`config.mk`:
```
export PLATFORM = sky130hd
export DESIGN_NAME = mac_hash_filter
export DESIGN_NICKNAME = d
export VERILOG_FILES = /design/src/rtl/mhf_pkg.sv /design/src/rtl/mhf_cfg_regs.sv /design/src/rtl/mhf_crc_engine.sv /design/src/rtl/mhf_addr_track.sv /design/src/rtl/mac_hash_filter.sv
export SDC_FILE = /design/constraint.sdc
export NUM_CORES = 1
export LEC_CHECK = 0
export ABC_AREA = 1
export BUFFER_PORTS_ARGS = -buffer_cell sky130_fd_sc_hd__buf_2
export CAP_MARGIN = 20
export CORE_MARGIN = 2
export CORE_UTILIZATION = 35
export DETAILED_ROUTE_END_ITERATION = 10
export PLACE_DENSITY = 0.46
export SYNTH_ARGS = -nofsm -noshare
export SYNTH_HDL_FRONTEND = slang
export SYNTH_SLANG_ARGS = --single-unit
export TNS_END_PERCENT = 20
```
`constraint.sdc`:
```
create_clock -name clk -period 13 [get_ports clk]
set_input_delay 1.3 -clock clk [delete_from_list [all_inputs] [get_ports clk]]
set_output_delay 1.3 -clock clk [all_outputs]
set_load 0.05 [all_outputs]
```
`src/rtl/mhf_pkg.sv`:
```
package mhf_pkg;

  localparam int          CRC_W        = 32;
  localparam logic [31:0] CRC_POLY_REF = 32'hEDB88320;

  // Configuration word map: 0 mode, then station words, then hash words.
  localparam int CFG_MODE_ADDR = 0;
  localparam int CFG_STA_BASE  = 1;

  // One byte through a bit-reflected CRC register, LSB of the byte first.
  function automatic logic [CRC_W-1:0] crc_ref_byte(
    input logic [CRC_W-1:0] crc_in,
    input logic [7:0]       data,
    input logic [CRC_W-1:0] poly
  );
    logic [CRC_W-1:0] c;
    c = crc_in;
    for (int i = 0; i < 8; i++) begin
      if (c[0] ^ data[i]) c = (c >> 1) ^ poly;
      else                c = c >> 1;
    end
    return c;
  endfunction

endpackage

```
`src/rtl/mhf_cfg_regs.sv`:
```
module mhf_cfg_regs #(
  parameter int WORD_W     = 16,
  parameter int STA_WORDS  = 3,
  parameter int HASH_WORDS = 4,
  parameter int CFG_AW     = 4
) (
  input  logic                         clk,
  input  logic                         rst_n,
  input  logic                         cfg_we,
  input  logic [CFG_AW-1:0]            cfg_addr,
  input  logic [WORD_W-1:0]            cfg_wdata,
  output logic                         mode_promisc,
  output logic                         mode_allgrp,
  output logic [STA_WORDS*WORD_W-1:0]  sta_flat,
  output logic [HASH_WORDS*WORD_W-1:0] hash_flat
);
  import mhf_pkg::*;

  localparam int HASH_BASE = CFG_STA_BASE + STA_WORDS;

  // Mode word: only the two top bits are kept.
  logic mode_en;
  logic prom_q, prom_d;
  logic allg_q, allg_d;

  assign mode_en = cfg_we && (cfg_addr == CFG_AW'(CFG_MODE_ADDR));

  always_comb begin
    prom_d = prom_q;
    allg_d = allg_q;
    if (mode_en) begin
      prom_d = cfg_wdata[WORD_W-1];
      allg_d = cfg_wdata[WORD_W-2];
    end
  end

  always_ff @(posedge clk or negedge rst_n) begin
    if (!rst_n) begin
      prom_q <= 1'b0;
      allg_q <= 1'b0;
    end else begin
      prom_q <= prom_d;
      allg_q <= allg_d;
    end
  end

  assign mode_promisc = prom_q;
  assign mode_allgrp  = allg_q;

  // Station address words.
  for (genvar k = 0; k < STA_WORDS; k++) begin : g_sta
    logic              en;
    logic [WORD_W-1:0] q, d;
    assign en = cfg_we && (cfg_addr == CFG_AW'(CFG_STA_BASE + k));
    always_comb d = en ? cfg_wdata : q;
    always_ff @(posedge clk or negedge rst_n) begin
      if (!rst_n) q <= '0;
      else        q <= d;
    end
    assign sta_flat[k*WORD_W +: WORD_W] = q;
  end

  // Hash table words.
  for (genvar k = 0; k < HASH_WORDS; k++) begin : g_hash
    logic              en;
    logic [WORD_W-1:0] q, d;
    assign en = cfg_we && (cfg_addr == CFG_AW'(HASH_BASE + k));
    always_comb d = en ? cfg_wdata : q;
    always_ff @(posedge clk or negedge rst_n) begin
      if (!rst_n) q <= '0;
      else        q <= d;
    end
    assign hash_flat[k*WORD_W +: WORD_W] = q;
  end

  // a mode write lands in the next cycle.
  a_r5_mode_write: assert property (@(posedge clk) disable iff (!rst_n)
    mode_en |=> (mode_promisc == $past(cfg_wdata[WORD_W-1])) &&
                (mode_allgrp  == $past(cfg_wdata[WORD_W-2])));

endmodule

```
`src/rtl/mhf_crc_engine.sv`:
```
module mhf_crc_engine #(
  parameter logic [31:0] CRC_POLY = 32'hEDB88320,
  parameter int          IDX_W    = 6
) (
  input  logic             clk,
  input  logic             rst_n,
  input  logic             take,
  input  logic             restart,
  input  logic [7:0]       data,
  output logic [IDX_W-1:0] idx_next
);
  import mhf_pkg::*;

  logic [CRC_W-1:0] crc_q, crc_d, crc_base, crc_step;

  // A new address starts from all ones; otherwise continue the running value.
  assign crc_base = restart ? '1 : crc_q;
  assign crc_step = crc_ref_byte(crc_base, data, CRC_POLY);

  always_comb begin
    crc_d = crc_q;
    if (take) crc_d = crc_step;
  end

  always_ff @(posedge clk or negedge rst_n) begin
    if (!rst_n) crc_q <= '1;
    else        crc_q <= crc_d;
  end

  // Index from the top bits, no final inversion.
  assign idx_next = crc_step[CRC_W-1 -: IDX_W];

  // the running CRC only moves on accepted bytes.
  a_r3_crc_hold: assert property (@(posedge clk) disable iff (!rst_n)
    !take |=> $stable(crc_q));

endmodule

```
`src/rtl/mhf_addr_track.sv`:
```
module mhf_addr_track #(
  parameter int ADDR_BYTES = 6,
  parameter int CNT_W      = 3
) (
  input  logic                    clk,
  input  logic                    rst_n,
  input  logic                    in_vld,
  input  logic                    in_sof,
  input  logic [7:0]              in_byte,
  input  logic [ADDR_BYTES*8-1:0] sta_flat,
  output logic                    take,
  output logic                    last,
  output logic                    ucast_hit,
  output logic                    bcast_hit,
  output logic                    group_addr
);

  logic             busy_q, busy_d;
  logic [CNT_W-1:0] cnt_q, cnt_d;
  logic             uc_q, uc_d;
  logic             bc_q, bc_d;
  logic             grp_q, grp_d;
  logic [CNT_W-1:0] pos;
  logic             first;
  logic [7:0]       sta_b [ADDR_BYTES];
  logic             uc_n, bc_n, grp_n;

  for (genvar k = 0; k < ADDR_BYTES; k++) begin : g_sta_byte
    assign sta_b[k] = sta_flat[k*8 +: 8];
  end

  // A start strobe always forces byte 0.
  assign pos   = in_sof ? '0 : cnt_q;
  assign first = (pos == '0);
  assign take  = in_vld && (in_sof || busy_q);
  assign last  = take && (pos == CNT_W'(ADDR_BYTES-1));

  // Running compares, seeded on byte 0.
  assign uc_n  = (first ? 1'b1 : uc_q) & (in_byte == sta_b[pos]);
  assign bc_n  = (first ? 1'b1 : bc_q) & (&in_byte);
  assign grp_n = first ? in_byte[0] : grp_q;

  always_comb begin
    busy_d = busy_q;
    cnt_d  = cnt_q;
    uc_d   = uc_q;
    bc_d   = bc_q;
    grp_d  = grp_q;
    if (take) begin
      busy_d = !last;
      cnt_d  = last ? '0 : pos + 1'b1;
      uc_d   = uc_n;
      bc_d   = bc_n;
      grp_d  = grp_n;
    end
  end

  always_ff @(posedge clk or negedge rst_n) begin
    if (!rst_n) begin
      busy_q <= 1'b0;
      cnt_q  <= '0;
      uc_q   <= 1'b0;
      bc_q   <= 1'b0;
      grp_q  <= 1'b0;
    end else begin
      busy_q <= busy_d;
      cnt_q  <= cnt_d;
      uc_q   <= uc_d;
      bc_q   <= bc_d;
      grp_q  <= grp_d;
    end
  end

  assign ucast_hit  = uc_n;
  assign bcast_hit  = bc_n;
  assign group_addr = grp_n;

  // byte position never leaves the address.
  a_r2_cnt_bound: assert property (@(posedge clk) disable iff (!rst_n)
    cnt_q < CNT_W'(ADDR_BYTES));

  // when idle the counter rests at zero.
  a_r9_idle_cnt: assert property (@(posedge clk) disable iff (!rst_n)
    !busy_q |-> (cnt_q == '0));

  // a stray byte with no address open cannot finish one.
  a_r9_no_stray_last: assert property (@(posedge clk) disable iff (!rst_n)
    (!busy_q && !in_sof) |-> !last);

endmodule

```
`src/rtl/mac_hash_filter.sv`:
```
module mac_hash_filter #(
  parameter int          ADDR_BYTES = 6,
  parameter int          WORD_W     = 16,
  parameter int          HASH_WORDS = 4,
  parameter int          CFG_AW     = 4,
  parameter logic [31:0] CRC_POLY   = 32'hEDB88320
) (
  input  logic              clk,
  input  logic              rst_n,
  input  logic              cfg_we,
  input  logic [CFG_AW-1:0] cfg_addr,
  input  logic [WORD_W-1:0] cfg_wdata,
  input  logic              in_vld,
  input  logic              in_sof,
  input  logic [7:0]        in_byte,
  output logic              dec_valid,
  output logic              dec_accept
);

  localparam int HASH_BITS = WORD_W * HASH_WORDS;
  localparam int IDX_W     = $clog2(HASH_BITS);
  localparam int STA_WORDS = (ADDR_BYTES * 8) / WORD_W;
  localparam int CNT_W     = $clog2(ADDR_BYTES);

  // Reset: asserted at once, released two clocks later.
  logic [1:0] rst_sync_q;
  logic       rst_int_n;

  always_ff @(posedge clk or negedge rst_n) begin
    if (!rst_n) rst_sync_q <= 2'b00;
    else        rst_sync_q <= {rst_sync_q[0], 1'b1};
  end

  assign rst_int_n = rst_sync_q[1];

  logic                         mode_promisc, mode_allgrp;
  logic [STA_WORDS*WORD_W-1:0]  sta_flat;
  logic [HASH_WORDS*WORD_W-1:0] hash_flat;
  logic                         take, last;
  logic                         ucast_hit, bcast_hit, group_addr;
  logic [IDX_W-1:0]             idx_next;

  mhf_cfg_regs #(
    .WORD_W    (WORD_W),
    .STA_WORDS (STA_WORDS),
    .HASH_WORDS(HASH_WORDS),
    .CFG_AW    (CFG_AW)
  ) u_cfg (
    .clk         (clk),
    .rst_n       (rst_int_n),
    .cfg_we      (cfg_we),
    .cfg_addr    (cfg_addr),
    .cfg_wdata   (cfg_wdata),
    .mode_promisc(mode_promisc),
    .mode_allgrp (mode_allgrp),
    .sta_flat    (sta_flat),
    .hash_flat   (hash_flat)
  );

  mhf_addr_track #(
    .ADDR_BYTES(ADDR_BYTES),
    .CNT_W     (CNT_W)
  ) u_track (
    .clk       (clk),
    .rst_n     (rst_int_n),
    .in_vld    (in_vld),
    .in_sof    (in_sof),
    .in_byte   (in_byte),
    .sta_flat  (sta_flat),
    .take      (take),
    .last      (last),
    .ucast_hit (ucast_hit),
    .bcast_hit (bcast_hit),
    .group_addr(group_addr)
  );

  mhf_crc_engine #(
    .CRC_POLY(CRC_POLY),
    .IDX_W   (IDX_W)
  ) u_crc (
    .clk     (clk),
    .rst_n   (rst_int_n),
    .take    (take),
    .restart (in_sof),
    .data    (in_byte),
    .idx_next(idx_next)
  );

  // Word w bit b of the table sits at flat position w*WORD_W+b, which is the
  // index itself: upper bits choose the word, lower bits the bit.
  logic hash_hit;
  logic verdict;

  assign hash_hit = hash_flat[idx_next];

  always_comb begin
    if (mode_promisc || bcast_hit) verdict = 1'b1;
    else if (group_addr)           verdict = mode_allgrp || hash_hit;
    else                           verdict = ucast_hit;
  end

  logic vld_q, vld_d;
  logic acc_q, acc_d;

  always_comb begin
    vld_d = last;
    acc_d = acc_q;
    if (last) acc_d = verdict;
  end

  always_ff @(posedge clk or negedge rst_int_n) begin
    if (!rst_int_n) begin
      vld_q <= 1'b0;
      acc_q <= 1'b0;
    end else begin
      vld_q <= vld_d;
      acc_q <= acc_d;
    end
  end

  assign dec_valid  = vld_q;
  assign dec_accept = acc_q;

  // one pulse per address.
  if (ADDR_BYTES > 1) begin : g_pulse_chk
    a_r2_single_pulse: assert property (@(posedge clk) disable iff (!rst_int_n)
      dec_valid |=> !dec_valid);
  end

  // verdict is held between addresses.
  a_r2_acc_hold: assert property (@(posedge clk) disable iff (!rst_int_n)
    !last |=> $stable(dec_accept));

  // promiscuous mode keeps everything.
  a_r5_promisc: assert property (@(posedge clk) disable iff (!rst_int_n)
    (last && mode_promisc) |=> (dec_valid && dec_accept));

  // broadcast always kept.
  a_r7_bcast: assert property (@(posedge clk) disable iff (!rst_int_n)
    (last && bcast_hit) |=> dec_accept);

  // unicast mismatch dropped unless promiscuous.
  a_r6_ucast_miss: assert property (@(posedge clk) disable iff (!rst_int_n)
    (last && !group_addr && !ucast_hit && !mode_promisc) |=> !dec_accept);

endmodule

```
==> flow_summary.ini, run 1 <==
[layout]
fill_cells = 2394
final_cells = 1370
fin_nets = 1074
utilization = 0.400
final_area_mm2 = 0.00934
syn_to_final_growth_pct = 12.8
diodes = 0
drive_gt1_frac = 0.137

[floorplan]
fp.dieH_um = 158
die_w_um = 158
die_area_mm2 = 0.0249
num_io_pins = 35
num_rows = 56
fp.coreArea_mm2 = 0.0233
initial_utilization = 0.355

[setup_path]
rr_worst_depth = 21
crit_start = in_sof
r2r_slack_ns = 9.83
end_kind = flip-flop
critPathLaunchType = primary input
cp.arrival_ns = 4.61
crit_end = dec_accept
crit_fanout = 38
crit_required_ns = 13.30
critical_path_class = primary input to flip-flop
r2r-start = u_crc.crc_q[0]
r2r-end = dec_accept

[clocking]
clk_path_buf_depth = 2
cts_buffers = 17
cts_sinks = 157
cts.clk_slew.worst_paths_ns = 0.07
cts_hold_buffers = 0
h-tree-depth = 4
cts_setup_buffers = 0
tritoncts = yes
clock_latency_ns = 0.43
clockRootBuffer = clkbuf_16
cts_resized = 0

[logic_synthesis]
yosysTopAreaCell = dfrtp_1
netlist_top_cells_area = dfrtp_1 38%, nand2_1 12%, dfstp_2 10%
synth.avg_cell_area_um2 = 8.11
syn-num-nets = 1058
yosysUniqueCellTypes = 42
yosysTopAreaCellShare = 0.378
synth_common_cells = 266 x nand2_1, 157 x o21ai_0, 125 x dfrtp_1
yosysWarnings = 0
synth_seq_area_share = 0.479
post-synth-top-count-cell = nand2_1
synth_edf_count = 0
async_flop_share = 1.00
syn_area_mm2 = 0.00829
ys.flop_type = dfrtp_1
synth_cells = 1022
ys_ff_latch = 157

[flow_run]
maxCapViolCount = 0

[sta]
hold_violations = 0
finalCriticalPeriod_ns = 4.31
rsz0062_at_grt = no
max_freq_ghz = 0.232
tightest_slew_ns = 1.00
slew_violations = 0
setup_violations = 0
skew_ns = 0.0149
fin_setup_tns_ns = 0
period_share = 0.332
relSlewSlack = 0.329

[global_route]
antenna_found_initial = 0
grt_overflow = 0
grt_use_total = 0.192
grt_pass1_wl_um = 36500
grt_max_degree = 79
grt_pass1_vias = 6358

[route]
wirelength_um = 22400
firstDrtPassIters = 5
drt_iter0_markers = 478
avgRoutedWirePerCell_um = 16.3
drt.antenna.violating_nets = 0
drc = 0
num_vias = 6444
via_per_inst = 4.70

[power_and_ir_drop]
power.density_mw_per_mm2 = 211
peakVddDrop_mv = 0.0864
p_leak_uw = 0.00442

[placement]
place_area_mm2 = 0.00871
finalWeightedCongestion = 0.801
dp_hpwl_um = 15500
place_inst = 1335
portBuffers = 34

[outcome]
outcome = finished clean

[worst_hold_path]
min_path_type = flip-flop to asynchronous set/reset pin
worst min-delay path by stage:
stage / from / to / slack [ns] / depth (start not counted)
4_1_cts: rst_sync_q[0] / rst_sync_q[1] / 0.36 / 0
3_3_place_gp: rst_sync_q[0] / rst_sync_q[1] / 0.33 / 0
2_1_floorplan: rst_sync_q[0] / rst_sync_q[1] / 0.33 / 0
6_report: rst_sync_q[1] / u_cfg.g_sta[1].q[10] / 0.31 / 0
3_5_place_dp: rst_sync_q[0] / rst_sync_q[1] / 0.34 / 0
5_1_grt: rst_sync_q[0] / rst_sync_q[1] / 0.36 / 0
logic make-up after synthesis:
kind of cell               count (synthesis)  synth area share
xor gates and xnor gates                  66            0.0806
DFF                                      157             0.479
buffers and inverters                    149            0.0738
AOI/OAI and AO/OA                        195             0.126
other                                      1          0.000453
adders and majority gates                  3           0.00453
and+or+nand+nor                          451             0.236
layout make-up:
class / instances / area (um2) / area share
timing repair buffer: 44 / 282 / 0.0301
clock inverter: 14 / 150 / 0.0161
tap: 319 / 399 / 0.0427
inverter: 102 / 385 / 0.0412
sequential: 157 / 3970 / 0.425
clock buffer: 18 / 429 / 0.0459
multi-input combinational: 716 / 3730 / 0.399
power breakdown:
| part | internal, uW | total, uW | switching [uW] |
|---|---|---|---|
| Clock | 272 | 500 | 228 |
| Combinational | 267 | 745 | 478 |
| Sequential | 652 | 724 | 71.8 |
| Total | 1190 | 1970 | 777 |
sequential cells by signal, indices dropped and copies added, names as in the netlist:
register and count:
u_crc.crc_q 32, u_track.busy_q 1, dec_accept 1, u_cfg.g_hash.q 64, dec_valid 1, u_track.cnt_q 3
u_cfg.g_sta.q 48, rst_sync_q 2, u_cfg.mode_promisc 1, u_track.uc_q 1, u_track.grp_q 1, u_cfg.mode_allgrp 1
u_track.bc_q 1
critical path: stages:
cell and delay, ns:
buf_2 0.66, inv_2 0.13, nand2_1 0.09, nand2_1 0.08, nand2_4 0.13, inv_2 0.05, nand2_1 0.09, nand2_4 0.12
nand2_1 0.12, nand2_1 0.08, nand2_2 0.41, nand2_4 0.34, inv_2 0.22, nand2_1 0.06, nand3_1 0.07, nand3_1 0.10
nand3_1 0.09, nand2_1 0.07, nand2_1 0.05, nand3_1 0.09, o21bai_1 0.14, a21oi_1 0.08
metal layers:
| metal | global-route usage | wire length, um | vias up |
|---|---|---|---|
| met1 | 0.275 | 11000 | 3032 |
| met3 | 0.0279 | 489 | 19 |
| met2 | 0.305 | 10600 | 75 |
| met4 | 0.0506 | 314 | 0 |
| met5 | 0 | 0 | - |
| li1 | - | - | 3318 |
layout by cell type (no fill, tap or decap), drive strengths merged, types with 3 or more instances in the layout:
master / n
a21oi: 9
a22oi: 6
buf: 44
clkbuf: 18
clkinv: 5
dfrtp: 125
dfstp: 32
ha: 3
inv: 109
nand2: 278
nand3: 76
nand3b: 14
nand4: 5
nor2: 71
o21ai: 160
o22ai: 9
or2: 4
xnor2: 16
xor2: 50
per-stage QoR:
step                      hold slack [ns]  power (uW)  setup WS [ns]
after CTS                           0.356        1990           8.71
after detailed placement            0.340        1480           8.27
after global placement              0.335        1480           8.34
after floorplan                     0.331        1310           8.36
after global routing                0.358        2130           8.27
final                               0.312        1970           8.69
Note: power is estimated with default switching activity, not from simulation.
==> run 2, diff against run 1 <==
--- a/config.mk
+++ b/config.mk
@@ -11,7 +11,7 @@
 export CORE_MARGIN = 2
 export CORE_UTILIZATION = 35
 export DETAILED_ROUTE_END_ITERATION = 10
-export PLACE_DENSITY = 0.46
+export PLACE_DENSITY = 0.48
 export SYNTH_ARGS = -nofsm -noshare
 export SYNTH_HDL_FRONTEND = slang
 export SYNTH_SLANG_ARGS = --single-unit
==> constraint.sdc (replaced) <==
create_clock -name clk -period 3.5 [get_ports clk]
set_input_delay 0.35 -clock clk [delete_from_list [all_inputs] [get_ports clk]]
set_output_delay 0.35 -clock clk [all_outputs]
set_load 0.05 [all_outputs]
==> flow_summary.ini, run 2 (synthesized netlist as in run 1, its figures left out) <==
[placement]
place_inst = 1348
place_ws_ns = 0.262
place_area_mm2 = 0.00883
portBuffers = 34
dp_hpwl_um = 15600
finalWeightedCongestion = 0.782

[layout]
largest_reg_flops = 64
diodes = 0
drive_gt1_frac = 0.148
syn_to_final_growth_pct = 14.2
final_area_mm2 = 0.00946
regMostFlops = u_cfg.g_hash.q
top_regs = u_cfg.g_hash.q (64), u_cfg.g_sta.q (48), u_crc.crc_q (32)
final_cells = 1383
utilization = 0.406
fin_nets = 1087
mostFrequentLayoutCell = nand2_1
final_cell_mix = 266 x nand2_1, 156 x o21ai_0, 124 x dfrtp_1, 95 x inv_1, 76 x nand3_1

[clocking]
clockRootBuffer = clkbuf_16
clock_latency_ns = 0.44
cts.clk_slew.worst_paths_ns = 0.07
cts_setup_buffers = 0
cts_sinks = 157
tritoncts = yes
h-tree-depth = 4
clk_path_buf_depth = 2
cts_buffers = 17

[sta]
worst_slack_ns = 0.536
hold_violations = 0
setup_violations = 0
skew_ns = 0.0120
finalCriticalPeriod_ns = 2.96
fin_setup_tns_ns = 0
relSlewSlack = 0.373
slew_violations = 0
max_freq_ghz = 0.337
rsz0062_at_grt = no
period_share = 0.847
tightest_slew_ns = 0.939

[global_route]
grt_use_total = 0.192
grt_max_degree = 66
grt_overflow = 0
antenna_found_initial = 0
grt_pass1_vias = 6549
grt_pass1_wl_um = 36600

[floorplan]
fp.dieH_um = 158
initial_utilization = 0.355
die_area_mm2 = 0.0249
num_io_pins = 35
die_w_um = 158
fp.coreArea_mm2 = 0.0233
num_rows = 56

[power_and_ir_drop]
combPwrFrac = 0.386
power.density_mw_per_mm2 = 780
p_leak_uw = 0.00449
p_switching_uw = 2940
seqPwrFrac = 0.365
swShare = 0.398
peakVddDrop_mv = 0.284
p_clk_frac = 0.249
p_int_uw = 4440

[route]
drc = 0
num_vias = 6547
drt.antenna.violating_nets = 0
via_per_inst = 4.73
drt_iter0_markers = 404
firstDrtPassIters = 5
wirelength_um = 22300
avgRoutedWirePerCell_um = 16.1

[setup_path]
cp_slowest_cell = dfstp_2
crit_fanout = 35
max_stage_delay_ns = 0.57
cp_cell_sequence = inv_1 > nand2_1 > nand2_1 > nand2_4 > inv_2 > nand2_1 > nand2_4 > nand2_1 > nand2_1 > nand2_4 > nand2_4 > inv_2 > nand2_1 > nand3_1 > nand3_1 > nand3_1 > nand2_1 > nand2_1 > nand2_1 > o21bai_1 > a21oi_1
cp.arrival_ns = 3.27
rr_worst_depth = 21
end_kind = flip-flop
crit_required_ns = 3.81
critPathLaunchType = flip-flop
crit_top_cell = nand2_1
critical_path_class = flip-flop to flip-flop

[worst_hold_path]
min_path_type = primary input to flip-flop
holdPathStages = 3

[outcome]
outcome = finished clean

[flow_run]
maxCapViolCount = 0
-- run 2: cell count changes in the layout (fill, tap and decap cells not counted), sizes merged --
cell         delta
buf            +12
bufinv          -1
clkinv          -1
clkinvlp        +1
dlygate4sd3     +1
inv             +1
-- run 2: power by group through the flow --
stage               clock [uW]  combinational [uW]  sequential, uW
finish                    1840                2850            2690
CTS                       1890                2870            2700
floorplan                    0                2190            2670
global route              1960                3250            2760
detailed placement           0                2870            2720
global placement             0                2850            2730
-- run 2: layout make-up --
cell class                      count  area [um2]
Clock inverter                     14         145
Sequential cell                   157        3970
Clock buffer                       18         439
Tap cell                          319         399
Fill cell                        2414       13900
Multi-Input combinational cell    716        3730
Inverter                          102         385
Timing Repair Buffer               57         394
-- run 2: final timing paths --
check                                        to           start  slack [ns]
max reg2reg                          dec_accept  u_crc.crc_q[0]        0.54
min in group asynchronous         rst_sync_q[1]           rst_n        0.23
min                        u_cfg.g_hash[1].q[7]    cfg_wdata[7]        0.16
min reg2reg                       rst_sync_q[1]   rst_sync_q[0]        0.36
max                                  dec_accept  u_crc.crc_q[0]        0.54
max in group asynchronous       u_crc.crc_q[13]   rst_sync_q[1]        2.21
-- run 2: per-layer routing --
layer,vias to the layer above,GRT usage,share of wire
li1,3331,-,-
met1,3104,0.259,0.49
met2,86,0.315,0.47
met3,26,0.0298,0.020
met4,0,0.0667,0.022
met5,-,0,0
-- run 2: repair_timing --
item / 4_1_cts / 5_1_grt
setup endpoints to repair: 0 / 0
endpoints found under the hold margin: 2 / 0
resized for setup: 0 / 0
hold buffers: 1 / 0
-- run 2: worst max-delay path: cells and delay by family, from the launching register on --
kind / cells / cell delay, ns
AND/OR/NAND/NOR: 16 / 1.69
flip-flops: 1 / 0.57
buffers and inverters: 3 / 0.30
AO/OA/AOI/OAI: 2 / 0.25
-- run 2: through the flow --
stage               total power [uW]  hold WS [ns]
CTS                             7460         0.142
global route                    7970         0.156
finish                          7380         0.157
detailed placement              5590         0.141
global placement                5580         0.140
floorplan                       4860        0.0544
==> run 3, diff against run 2 <==
--- a/config.mk
+++ b/config.mk
@@ -5,13 +5,13 @@
 export SDC_FILE = /design/constraint.sdc
 export NUM_CORES = 1
 export LEC_CHECK = 0
-export ABC_AREA = 1
+export ABC_AREA = 0
 export BUFFER_PORTS_ARGS = -buffer_cell sky130_fd_sc_hd__buf_2
 export CAP_MARGIN = 20
 export CORE_MARGIN = 2
 export CORE_UTILIZATION = 35
 export DETAILED_ROUTE_END_ITERATION = 10
-export PLACE_DENSITY = 0.48
+export PLACE_DENSITY = 0.46
 export SYNTH_ARGS = -nofsm -noshare
 export SYNTH_HDL_FRONTEND = slang
 export SYNTH_SLANG_ARGS = --single-unit
==> constraint.sdc (replaced) <==
create_clock -name clk -period 3 [get_ports clk]
set_input_delay 0.3 -clock clk [delete_from_list [all_inputs] [get_ports clk]]
set_output_delay 0.3 -clock clk [all_outputs]
set_load 0.05 [all_outputs]
==> flow_summary.ini, run 3 <==
[logic_synthesis]
yosysWarnings = 0
synth_common_cells = 125 x dfrtp_1, 121 x mux2_2, 66 x xnor2_1
synth_seq_area_share = 0.482
ys_ff_latch = 157
synth_cells = 701
syn-num-nets = 737
yosysTopAreaCell = dfrtp_1
async_flop_share = 1.00
yosysTopAreaCellShare = 0.380
yosysUniqueCellTypes = 62
netlist_top_cells_area = dfrtp_1 38%, mux2_2 17%, dfstp_2 10%
post-synth-top-count-cell = dfrtp_1
synth.avg_cell_area_um2 = 11.7
synth_edf_count = 0
syn_area_mm2 = 0.00823
ys.flop_type = dfrtp_1

[route]
num_vias = 5577
firstDrtPassIters = 4
avgRoutedWirePerCell_um = 19.3
via_per_inst = 4.94
drt_iter0_markers = 346
drc = 0
wirelength_um = 21800
drt.antenna.violating_nets = 0

[setup_path]
rr_worst_depth = 10
crit_end = dec_accept
crit_required_ns = 3.32
r2r_slack_ns = 0.1
critPathLaunchType = flip-flop
r2r-end = dec_accept
end_kind = flip-flop
cp.arrival_ns = 3.22
critical_path_class = flip-flop to flip-flop
crit_fanout = 7
r2r-start = u_crc.crc_q[7]
crit_start = u_crc.crc_q[7]

[clocking]
clk_path_buf_depth = 2
h-tree-depth = 4
cts_sinks = 157
cts.clk_slew.worst_paths_ns = 0.07
cts_buffers = 17
clock_latency_ns = 0.44
clockRootBuffer = clkbuf_16
tritoncts = yes

[sta]
setup_violations = 0
holdWs_ns = 0.169
max_freq_ghz = 0.345
relSlewSlack = 0.422
skew_ns = 0.0114
worst_slack_ns = 0.0991
period_share = 0.967
slew_violations = 0
hold_violations = 0
tightest_slew_ns = 0.866
finalCriticalPeriod_ns = 2.90

[power_and_ir_drop]
seqPwrFrac = 0.293
p_switching_uw = 4060
p_leak_uw = 0.00426
peakVddDrop_mv = 0.589
swShare = 0.364
p_clk_frac = 0.194
power.density_mw_per_mm2 = 1110
p_int_uw = 7080
combPwrFrac = 0.514

[global_route]
grt_pass1_vias = 5843
grt_overflow = 0
grt_max_degree = 56
antenna_found_initial = 0
grt_pass1_wl_um = 34500
grt_use_total = 0.187

[outcome]
outcome = finished clean

[floorplan]
num_io_pins = 35
initial_utilization = 0.354
fp.dieH_um = 157
die_w_um = 157
fp.coreArea_mm2 = 0.0233
die_area_mm2 = 0.0248
num_rows = 56

[placement]
place_ws_ns = -0.0185
place_area_mm2 = 0.00906
portBuffers = 34
dp_hpwl_um = 15500
finalWeightedCongestion = 0.879

[layout]
fin_nets = 834
largest_reg_flops = 64
drive_gt1_frac = 0.429
syn_to_final_growth_pct = 22.0
top_regs = u_cfg.g_hash.q (64), u_cfg.g_sta.q (48), u_crc.crc_q (32)
mostFrequentLayoutCell = dfrtp_1
diodes = 0
final_cell_mix = 123 x dfrtp_1, 121 x mux2_2, 82 x buf_4, 61 x xnor2_1, 51 x nand2_1
regMostFlops = u_cfg.g_hash.q
final_area_mm2 = 0.0100

[flow_run]
maxCapViolCount = 0

[worst_hold_path]
min_path_type = primary input to asynchronous set/reset pin
-- run 3: changes by cell type in the layout (fill, tap and decap cells not counted), moves of 7 or more --
cell,delta
nand2_1,-215
mux2i_1,+23
xnor2_1,+45
nor2_1,-22
nand2_2,-7
nand3_1,-69
inv_1,-90
nand3b_1,-11
mux2_2,+121
o21ai_0,-115
xor2_1,-21
buf_4,+64
-- run 3: final cells by class --
type                       instances  area (um2)
fill                            2243       13200
multi-input combinational        495        4180
sequential                       157        3970
clock inverter                    12         125
clock buffer                      20         457
timing repair buffer             122         883
tap                              319         399
inverter                           5        18.8
-- run 3: stage by stage --
| step | util | std cells | TNS (ns) | power [uW] |
|---|---|---|---|---|
| 6_report | 0.431 | 1130 | 0 | 11100 |
| 3_3_place_gp | 0.390 | 1067 | 0 | 7800 |
| 5_1_grt | 0.431 | 1130 | -0.0144 | 11800 |
| 2_1_floorplan | - | 701 | 0 | 6660 |
| 3_5_place_dp | 0.390 | 1067 | -0.0185 | 7880 |
| 4_1_cts | 0.421 | 1110 | 0 | 10600 |
-- run 3: cells by family after synthesis --
group / after synthesis / share of synthesized area
AO/OA/AOI/OAI: 89 / 0.0684
XOR/XNOR: 95 / 0.113
other: 1 / 0.000456
buffers and inverters: 50 / 0.0293
adder cells (fa/ha/maj): 3 / 0.00456
flip-flops: 157 / 0.482
multiplexers: 154 / 0.213
AND/OR/NAND/NOR: 152 / 0.0891
-- run 3: timing repair --
action,4_1_cts,5_1_grt
hold buffers,1,0
setup endpoints to repair,1,1
setup buffers,9,20
gates cloned,1,0
gates resized for setup,9,14
pin swaps,8,11
endpoints found under the hold margin,2,0
-- run 3: metal layers --
metal	up-vias	GRT usage	wire length, um
met3	26	0.0363	671
met5	-	0	0
met1	2810	0.258	10500
li1	2651	-	-
met4	0	0.0563	437
met2	90	0.296	10200
-- run 3: power groups by stage --
stage	sequential [uW]	combinational, uW	clock (uW)
3_5_place_dp	3290	4590	0
5_1_grt	3350	6180	2300
3_3_place_gp	3280	4520	0
6_report	3260	5720	2150
4_1_cts	3260	5110	2210
2_1_floorplan	3170	3490	0
-- run 3: worst min path at each step --
stage                     cells past startpoint   from       endpoint
after floorplan                               0  rst_n  rst_sync_q[0]
after global placement                        1  rst_n  rst_sync_q[0]
after detailed placement                      1  rst_n  rst_sync_q[0]
after CTS                                     2  rst_n  rst_sync_q[1]
after global routing                          2  rst_n  rst_sync_q[1]
final                                         2  rst_n  rst_sync_q[1]
-- run 3: worst max-delay path, stage by stage, from the launching register on --
cell and delay (ns):
dfstp_2 0.56, xnor2_2 0.14, nor2_4 0.09, xnor2_4 0.22
xnor3_4 0.54, clkbuf_4 0.22, mux2i_2 0.20, o22ai_2 0.11
nor4_2 0.31, nand4_1 0.14, o31a_1 0.25
